===== config.mk =====
export PLATFORM = sky130hd
export DESIGN_NAME = dual_dac_serial_if
export DESIGN_NICKNAME = d
export VERILOG_FILES = /design/src/rtl/dacif_pkg.sv /design/src/rtl/dacif_sync.sv /design/src/rtl/dacif_frame.sv /design/src/rtl/dacif_regs.sv /design/src/rtl/dual_dac_serial_if.sv
export SDC_FILE = /design/constraint.sdc
export NUM_CORES = 1
export LEC_CHECK = 0
export ABC_AREA = 1
export ABC_CLOCK_PERIOD_IN_PS = 3300
export BUFFER_PORTS_ARGS = -buffer_cell sky130_fd_sc_hd__buf_2
export CORE_MARGIN = 10
export CORE_UTILIZATION = 30
export CTS_BUF_LIST = sky130_fd_sc_hd__clkbuf_4
export CTS_CLUSTER_SIZE = 12
export DETAILED_ROUTE_END_ITERATION = 7
export PLACE_DENSITY = 0.45
export SYNTH_ARGS = -nofsm -noshare
export SYNTH_HDL_FRONTEND = slang
export SYNTH_SLANG_ARGS = --single-unit
export TNS_END_PERCENT = 1

===== constraint.sdc =====
create_clock -name clk -period 3.3 [get_ports clk]
set_clock_uncertainty 0.05 [all_clocks]
set_input_delay 0.66 -clock clk [delete_from_list [all_inputs] [get_ports clk]]
set_output_delay 0.66 -clock clk [all_outputs]
set_load 0.03 [all_outputs]

===== src/rtl/dacif_pkg.sv =====
package dacif_pkg;
  localparam int FRAME_W = 24;
  localparam int DATA_W  = 16;
  localparam int ADDR_W  = 3;
  localparam int PAD_W   = FRAME_W - DATA_W;

  localparam logic [2:0] SEL_DAC  = 3'b000;
  localparam logic [2:0] SEL_CTRL = 3'b011;
  localparam logic [ADDR_W-1:0] ADDR_ALL = 3'b100;
  localparam logic [ADDR_W-1:0] CTRL_CFG = 3'b001;

  typedef struct packed {
    logic              rd;
    logic              rsv;
    logic [2:0]        sel;
    logic [ADDR_W-1:0] addr;
    logic [DATA_W-1:0] data;
  } frame_t;
endpackage


===== src/rtl/dacif_sync.sv =====
module dacif_sync #(
  parameter int           W   = 1,
  parameter logic [W-1:0] RST = '0
) (
  input  logic         clk,
  input  logic         rst_n,
  input  logic [W-1:0] d_i,
  output logic [W-1:0] lvl_o
);
  for (genvar g = 0; g < W; g++) begin : g_bit
    logic [1:0] st;
    always_ff @(posedge clk or negedge rst_n) begin
      if (!rst_n) st <= {2{RST[g]}};
      else        st <= {st[0], d_i[g]};
    end
    assign lvl_o[g] = st[1];
  end
endmodule


===== src/rtl/dacif_frame.sv =====
module dacif_frame
  import dacif_pkg::*;
(
  input  logic   clk,
  input  logic   rst_n,
  input  logic   sync_lvl,
  input  logic   sync_fall,
  input  logic   sync_rise,
  input  logic   sclk_fall,
  input  logic   sdin_lvl,
  output logic   frm_valid,
  output logic   frm_error,
  output frame_t frm_word,
  output logic   in_frame
);
  localparam int CW = $clog2(FRAME_W + 2);
  localparam logic [CW-1:0] CNT_SAT  = CW'(FRAME_W + 1);
  localparam logic [CW-1:0] CNT_FULL = CW'(FRAME_W);

  logic [FRAME_W-1:0] shreg;
  logic [CW-1:0]      cnt;
  logic               active;

  always_ff @(posedge clk or negedge rst_n) begin
    if (!rst_n) begin
      shreg     <= '0;
      cnt       <= '0;
      active    <= 1'b0;
      frm_valid <= 1'b0;
      frm_error <= 1'b0;
    end else begin
      frm_valid <= 1'b0;
      frm_error <= 1'b0;
      if (sync_fall) begin
        active <= 1'b1;
        cnt    <= '0;
      end else if (active && sclk_fall && !sync_lvl) begin
        shreg <= {shreg[FRAME_W-2:0], sdin_lvl};
        if (cnt != CNT_SAT) cnt <= cnt + 1'b1;
      end else if (active && sync_rise) begin
        active <= 1'b0;
        if (cnt == CNT_FULL && !shreg[FRAME_W-2]) frm_valid <= 1'b1;
        else                                      frm_error <= 1'b1;
      end
    end
  end

  assign frm_word = frame_t'(shreg);
  assign in_frame = active;
endmodule


===== src/rtl/dacif_regs.sv =====
module dacif_regs
  import dacif_pkg::*;
#(
  parameter int NCH = 2
) (
  input  logic                  clk,
  input  logic                  rst_n,
  input  logic                  frm_valid,
  input  logic                  frm_error,
  input  frame_t                frm_word,
  input  logic                  ldac_n_lvl,
  input  logic                  ldac_fall,
  input  logic                  clr_act,
  input  logic                  sclk_rise,
  input  logic                  in_frame,
  output logic [NCH*DATA_W-1:0] dac_flat,
  output logic [NCH*DATA_W-1:0] inp_flat,
  output logic                  clr_sel,
  output logic                  sdo,
  output logic                  frame_done,
  output logic                  frame_error
);
  localparam logic [DATA_W-1:0] MID_CODE = {1'b1, {(DATA_W-1){1'b0}}};

  logic               cmd_ok, wr_dac, wr_cfg;
  logic [DATA_W-1:0]  clr_code, rdata;
  logic [FRAME_W-1:0] tx_q;

  assign cmd_ok   = frm_valid && !frm_word.rsv;
  assign wr_dac   = cmd_ok && !frm_word.rd && frm_word.sel == SEL_DAC;
  assign wr_cfg   = cmd_ok && !frm_word.rd && frm_word.sel == SEL_CTRL
                    && frm_word.addr == CTRL_CFG;
  assign clr_code = clr_sel ? MID_CODE : '0;

  for (genvar c = 0; c < NCH; c++) begin : g_ch
    logic              hit;
    logic [DATA_W-1:0] inp_r, dac_r;
    assign hit = wr_dac && (frm_word.addr == ADDR_W'(c) || frm_word.addr == ADDR_ALL);
    always_ff @(posedge clk or negedge rst_n) begin
      if (!rst_n) begin
        inp_r <= '0;
        dac_r <= '0;
      end else begin
        if (hit) inp_r <= frm_word.data;
        if (clr_act)                 dac_r <= clr_code;
        else if (ldac_fall)          dac_r <= hit ? frm_word.data : inp_r;
        else if (hit && !ldac_n_lvl) dac_r <= frm_word.data;
      end
    end
    assign inp_flat[c*DATA_W +: DATA_W] = inp_r;
    assign dac_flat[c*DATA_W +: DATA_W] = dac_r;
  end

  always_comb begin
    rdata = '0;
    if (frm_word.sel == SEL_DAC) begin
      for (int c = 0; c < NCH; c++) begin
        if (frm_word.addr == ADDR_W'(c)) rdata = inp_flat[c*DATA_W +: DATA_W];
      end
    end
    if (frm_word.sel == SEL_CTRL && frm_word.addr == CTRL_CFG)
      rdata = {{(DATA_W-1){1'b0}}, clr_sel};
  end

  always_ff @(posedge clk or negedge rst_n) begin
    if (!rst_n) begin
      clr_sel     <= 1'b0;
      tx_q        <= '0;
      frame_done  <= 1'b0;
      frame_error <= 1'b0;
    end else begin
      frame_done  <= cmd_ok;
      frame_error <= frm_error;
      if (wr_cfg) clr_sel <= frm_word.data[0];
      if (cmd_ok)                     tx_q <= frm_word.rd ? {{PAD_W{1'b0}}, rdata} : '0;
      else if (frm_error)             tx_q <= '0;
      else if (in_frame && sclk_rise) tx_q <= {tx_q[FRAME_W-2:0], 1'b0};
    end
  end

  assign sdo = tx_q[FRAME_W-1];
endmodule


===== src/rtl/dual_dac_serial_if.sv =====
module dual_dac_serial_if
  import dacif_pkg::*;
#(
  parameter int NCH = 2,
  parameter int DW  = DATA_W
) (
  input  logic              clk,
  input  logic              rst_n,
  input  logic              sync_n,
  input  logic              sclk,
  input  logic              sdin,
  input  logic              ldac_n,
  input  logic              clr_n,
  output logic              sdo,
  output logic [NCH*DW-1:0] dac_codes,
  output logic              frame_done,
  output logic              frame_error
);
  localparam int NIN = 5;

  logic [NIN-1:0] raw, lvl;
  logic [2:0]     prev_q;
  logic           sync_fall, sync_rise, sclk_fall, sclk_rise, ldac_fall, clr_act;
  logic           frm_valid, frm_error, in_frame, clr_sel;
  frame_t         frm_word;
  logic [NCH*DW-1:0] inp_flat;

  assign raw = {clr_n, ldac_n, sdin, sclk, sync_n};

  dacif_sync #(.W(NIN), .RST(5'b11011)) u_sync (
    .clk(clk), .rst_n(rst_n), .d_i(raw), .lvl_o(lvl)
  );

  always_ff @(posedge clk or negedge rst_n) begin
    if (!rst_n) prev_q <= 3'b111;
    else        prev_q <= {lvl[3], lvl[1], lvl[0]};
  end

  assign sync_fall = !lvl[0] &&  prev_q[0];
  assign sync_rise =  lvl[0] && !prev_q[0];
  assign sclk_fall = !lvl[1] &&  prev_q[1];
  assign sclk_rise =  lvl[1] && !prev_q[1];
  assign ldac_fall = !lvl[3] &&  prev_q[2];
  assign clr_act   = !lvl[4];

  dacif_frame u_frame (
    .clk(clk), .rst_n(rst_n), .sync_lvl(lvl[0]), .sync_fall(sync_fall),
    .sync_rise(sync_rise), .sclk_fall(sclk_fall), .sdin_lvl(lvl[2]),
    .frm_valid(frm_valid), .frm_error(frm_error), .frm_word(frm_word),
    .in_frame(in_frame)
  );

  dacif_regs #(.NCH(NCH)) u_regs (
    .clk(clk), .rst_n(rst_n), .frm_valid(frm_valid), .frm_error(frm_error),
    .frm_word(frm_word), .ldac_n_lvl(lvl[3]), .ldac_fall(ldac_fall),
    .clr_act(clr_act), .sclk_rise(sclk_rise), .in_frame(in_frame),
    .dac_flat(dac_codes), .inp_flat(inp_flat), .clr_sel(clr_sel), .sdo(sdo),
    .frame_done(frame_done), .frame_error(frame_error)
  );
endmodule


## Word level (Yosys, flattened, before mapping)

Index checks and enable logic that the tools add are counted.
W data, S select, Z words.

- Input port bits: 7
- Logic and storage cells: 98
- Register bits after elaboration: 136
- Output and inout bits: 35

- Multiplexer cells: 31
- Bitwise operators: 1
- Equality and inequality tests: 8
- Add/sub/neg operators: 1
- Reductions and logical operators: 38

Operators with widths:

| operator | number |
|---|---|
| $mux W16 | 14 |
| $mux W24 | 3 |
| $logic_and A1 B1 Y1 | 20 |
| $mux W5 | 3 |
| $mux W1 | 11 |
| $logic_not A1 Y1 | 7 |
| $logic_not A3 Y1 | 2 |
| $ne A3 B2 Y1 const B | 2 |
| $reduce_and A2 Y1 | 3 |
| $reduce_bool A2 Y1 | 3 |
| $add A5 B1 Y5 const B | 1 |
| $eq A5 B5 Y1 const B | 1 |
| $ne A5 B5 Y1 const B | 1 |
| $eq A3 B1 Y1 const B | 1 |
| $eq A3 B2 Y1 const B | 1 |
| $eq A3 B3 Y1 const B | 1 |
| $reduce_bool A3 Y1 | 1 |
| $logic_or A1 B1 Y1 | 2 |
| $ne A2 B2 Y1 const B | 1 |
| $not A1 Y1 | 1 |

## Depth between registers and ports, before layout

- Word-level depth: 9
- Mapped depth: 10
- Depth with buffers taken out: 9

## Hierarchy

Synthesis repeated with hierarchy kept, for this count alone.

- Cell total of the unflattened synthesis: 774
- Area total of the unflattened synthesis: 6422.4 µm²

By module, submodules not included:

| module | cells each | times used | area an instance (µm²) | seq. area each (µm²) |
|---|---|---|---|---|
| dacif_regs | 585 | 1 | 4560.6 | 2277.2 |
| dacif_frame | 160 | 1 | 1443.9 | 800.8 |
| dacif_sync | 15 | 1 | 297.8 | 260.2 |
| dual_dac_serial_if | 14 | 1 | 120.1 | 78.8 |

## Worst setup path after synthesis

No wires, ideal clock.

- Path type: reg2reg
- Start point: register u_sync.g_bit[1].st[1]
- End point: register u_regs.tx_q[10]
- Setup slack: 1.683 ns
- Clock period less this slack: 1.617 ns
- Stages on the path, launching flop included: 8
- Required time: 3.127 ns
- Path buffers: 2
- Arrival time: 1.444 ns
- Library setup time: 0.123 ns
- Path through: dfstp_2 > inv_1 > nor3_4 > inv_1 > clkbuf_1 > buf_2 > o21ai_0 > a21oi_1

- Cells in the longest elaborated chain, start to end: 3

RTL lines:

| what | RTL line | RTL |
|---|---|---|
| from (decl) | dacif_sync.sv:11 | `logic [1:0] st;` |
| from (signal assigned) | dacif_sync.sv:13 | `if (!rst_n) st <= {2{RST[g]}};` |
| from (signal assigned) | dacif_sync.sv:14 | `else st <= {st[0], d_i[g]};` |
| $logic_and A1 B1 Y1 | dual_dac_serial_if.sv:42 | `assign sclk_rise = lvl[1] && !prev_q[1];` |
| $logic_and A1 B1 Y1 | dacif_regs.sv:77 | `else if (in_frame && sclk_rise) tx_q <= {tx_q[FRAME_W-2:0], 1'b0};` |
| $reduce_bool A3 Y1 (no source line) | n/a |  |
| to (signal assigned) | dacif_regs.sv:75 | `if (cmd_ok) tx_q <= frm_word.rd ? {{PAD_W{1'b0}}, rdata} : '0;` |
| to (signal assigned) | dacif_regs.sv:77 |  |
| to (decl) | dacif_regs.sv:27 | `logic [FRAME_W-1:0] tx_q;` |

No other way between the ends.
A chain may end at the register's enable or synchronous reset.

## Worst setup path after layout

- Start point: register u_sync.g_bit[3].st[1]
- End point: register u_regs.g_ch[1].dac_r[3]

- Cells in the longest elaborated chain, start to end: 4
- Elaborated cells between the ends (all ways): 6
- Those cells by class: eq/ne (1); mux (2); reduce/logical (3)

RTL lines:

| what | RTL line | RTL |
|---|---|---|
| from (decl) | dacif_sync.sv:11 |  |
| from (signal assigned) | dacif_sync.sv:13 |  |
| from (signal assigned) | dacif_sync.sv:14 |  |
| $logic_not A1 Y1 (*) | dacif_regs.sv:47, dual_dac_serial_if.sv:43 |  |
| $logic_and A1 B1 Y1 | dual_dac_serial_if.sv:43 | `assign ldac_fall = !lvl[3] && prev_q[2];` |
| $mux W16 | dacif_regs.sv:46 | `else if (ldac_fall) dac_r <= hit ? frm_word.data : inp_r;` |
| $mux W16 | dacif_regs.sv:45 | `if (clr_act) dac_r <= clr_code;` |
| to (signal assigned) | dacif_regs.sv:45 |  |
| to (signal assigned) | dacif_regs.sv:46 |  |
| to (signal assigned) | dacif_regs.sv:47 | `else if (hit && !ldac_n_lvl) dac_r <= frm_word.data;` |
| to (decl) | dacif_regs.sv:37 | `logic [DATA_W-1:0] inp_r, dac_r;` |

Every way passes the cells marked *; elsewhere a longest branch is shown, timed or not.

==> reports/qor.tcl <==
set qor(status) {complete, no violations}
set qor(layout.cell_area.non_filler_um2) 6920
set qor(endpoint_kind) {register}
set qor(number_of_remaining_drc_errors) 0
set qor(r2r_setup_slk_ns) 0.71
set qor(sequential_element_share_of_the_synthesized_area) 0.555
set qor(gp_routability_congestion) 0.788
set qor(critical_path_peak_fanout) 33
set qor(dp_hpwl_um) 10600
set qor(timing.critical_path.arrival_ns) 3.04
set qor(clk_transition_reported_paths_ns) 0.12
set qor(worst_path_required_ns) 3.75
set qor(numPlacedInstances) 1018
set qor(ys_seq_elements) 136
set qor(routed_antenna_nets) 0
set qor(tns_ns) 0
set qor(period_needed_ns) 2.59
set qor(worst_skew_pair.late_latency_ns) 0.57
set qor(post_layout_nonfiller_instances) 1052
set qor(mappedNetlistNets) 740
set qor(dr.first_iter.drc_count) 269
set qor(pin_count) 42
set qor(netlist_area_um2) 6150
set qor(setup_viol) 0
set qor(hold_depth) 1
set qor(die_width_um) 163
set qor(syn_avg_cell_area_um2) 8.43
set qor(worst_pin_slew_ns) 1.12
set qor(wire_length_of_the_first_global_routing_pass_um) 26000
set qor(worst_slack_at_placement_ns) 0.683
set qor(vias) 4834
set qor(final_cell_mix) {nand2_1 (237), dfrtp_1 (125), nand3_1 (78)}
set qor(total_grt_usage) 0.123
set qor(worst_setup_path_start_kind) {register}
set qor(first_global_vias) 5093
set qor(cellLeakagePower_nw) 3.61
set qor(port_buffers) 41
set qor(rr_endpoint) {u_regs.g_ch[1].dac_r[3]}
set qor(grt_overflow_total) 0
set qor(max_freq_ghz) 0.386
set qor(die_height_um) 163
set qor(clock_tree_from_tritoncts) {yes}
set qor(slew_headroom) 0.252
set qor(placementRows) 52
set qor(fin_crit_sh) 0.784
set qor(peakVddDrop_v) 0.000267
set qor(synthCells) 730
set qor(r2r_cells) 8
set qor(routedWlPerCell_um) 14.6
set qor(layout_commonest_cell) {nand2_1}
set qor(timing.final.max_slew_violations) 0
set qor(grt_antenna_before_repair) 1
set qor(syn_to_final_growth_pct) 12.5
set qor(post_dp_cell_area_um2) 6610
set qor(grt_setup_unrepaired) {no}
set qor(grt_max_degree) 67
set qor(dieArea_um2) 26600
set qor(worst-setup-path-type) {register to register}
set qor(final_layout_size_suffix_gt1_frac) 0.138
set qor(maxCapViolations) 0
set qor(critPathLaunch) {u_sync.g_bit[3].st[1]}
set qor(vias_per_cell) 4.60
set qor(htree_levels) 4
set qor(synth.distinct_cells) 33
set qor(cts.sink_count) 136
set qor(nets) 778
set qor(power_per_cell_area_nw_per_um2) 523
set qor(worstSetupEndpoint) {u_regs.g_ch[1].dac_r[3]}
set qor(cts-root-buf) {clkbuf_4}
set qor(regToRegStartpoint) {u_sync.g_bit[3].st[1]}
set qor(cts_buffers) 17
set qor(floorplan.initialDensity) 0.304
set qor(timing.hold.worst.class) {primary input to register}
set qor(wirelength_um) 15300
set qor(detail_route.first_pass.iterations) 5
set qor(ctsResizeCount) 0
set qor(synth.yosys.warnings) 0
set qor(timing_hold_violations_final) 0
set qor(setup_ws_ns) 0.712
set qor(coreArea_um2) 20200
set qor(cts_max_path_buffers) 2
-- sequential cells by signal (all words and copies together) (netlist names) --
name / cells
u_regs.frame_error: 1
u_frame.frm_valid: 1
u_frame.cnt: 5
u_frame.in_frame: 1
u_sync.g_bit.st: 10
u_regs.g_ch.dac_r: 32
u_frame.frm_error: 1
u_regs.tx_q: 24
u_frame.frm_word: 24
u_regs.frame_done: 1
prev_q: 3
u_regs.clr_sel: 1
u_regs.g_ch.inp_r: 32
-- worst min-delay path by stage --
stage                          startpoint                     to  slack, ns
floorplan           u_sync.g_bit[2].st[0]  u_sync.g_bit[2].st[1]       0.28
global placement    u_sync.g_bit[4].st[0]  u_sync.g_bit[4].st[1]       0.30
detailed placement  u_sync.g_bit[2].st[0]  u_sync.g_bit[2].st[1]       0.29
CTS                                sync_n  u_sync.g_bit[0].st[0]       0.09
global route                       sync_n  u_sync.g_bit[0].st[0]       0.07
finish                             sync_n  u_sync.g_bit[0].st[0]       0.14
-- worst max-delay path, stage by stage (launching register included) --
cell and delay, ns:
dfstp_2 0.55, inv_1 0.13, nand2_4 0.28, inv_1 0.56, nor2_1 0.42, nand2_1 0.11
inv_2 0.26, nand2_1 0.09, nand2_1 0.08
-- logic make-up after synthesis --
group	share of synthesized area
adder cells (fa/ha/maj)	0.00610
buffers and inverters	0.0700
flip-flops	0.555
multiplexers	0.00183
XOR/XNOR	0.00142
AO/OA/AOI/OAI	0.0765
AND/OR/NAND/NOR	0.289
-- synth_stat cells, drive strengths merged --
library cell | count | area share
a21oi | 23 | 0.022
a22oi | 1 | 0.0012
and2 | 32 | 0.033
buf | 21 | 0.019
clkbuf | 8 | 0.0049
dfrtp | 125 | 0.51
dfstp | 11 | 0.047
ha | 3 | 0.0061
inv | 76 | 0.046
mux2 | 1 | 0.0018
nand2 | 243 | 0.15
nand3 | 81 | 0.071
nand3b | 1 | 0.0012
nand4 | 1 | 0.0010
nor2 | 36 | 0.025
nor3 | 5 | 0.0067
o21ai | 45 | 0.037
o22ai | 16 | 0.016
xor2 | 1 | 0.0014
-- power breakdown --
group          total [mW]  switching (mW)  leakage [nW]  internal [mW]
combinational       0.532           0.390          1.67          0.143
sequential           1.92          0.0933          1.79           1.83
clock                1.16           0.640         0.147          0.523
total                3.62            1.12          3.61           2.50
-- final cells by class --
type                    instances  area [µm²]
fillers                      2117       13300
flip-flops and latches        136        3420
multi-input cells             489        2300
well taps                     270         338
inverters                      76         285
repair buffers                 48         279
clock inverters                14         159
clock buffers                  18         135
diodes                          1        2.50
-- layer usage --
layer	wire, µm	track usage
met3	446	0.0292
met2	7800	0.214
met5	0	0
met4	290	0.0455
met1	6790	0.142
-- through the flow --
stage | power, mW | hold slack (ns) | util
after CTS | 3.67 | 0.0877 | 0.342
after floorplan | 2.31 | 0.281 | -
final | 3.62 | 0.138 | 0.342
after detailed placement | 2.49 | 0.292 | 0.327
after global placement | 2.48 | 0.296 | 0.327
after global routing | 3.84 | 0.0703 | 0.342
-- timing repair --
action | in CTS | in global routing
setup endpoints to repair | 0 | 0
hold buffers | 1 | 0
setup buffers | 0 | 0
endpoints found under the hold margin | 41 | 0
Power figures use the tool's default switching activity.
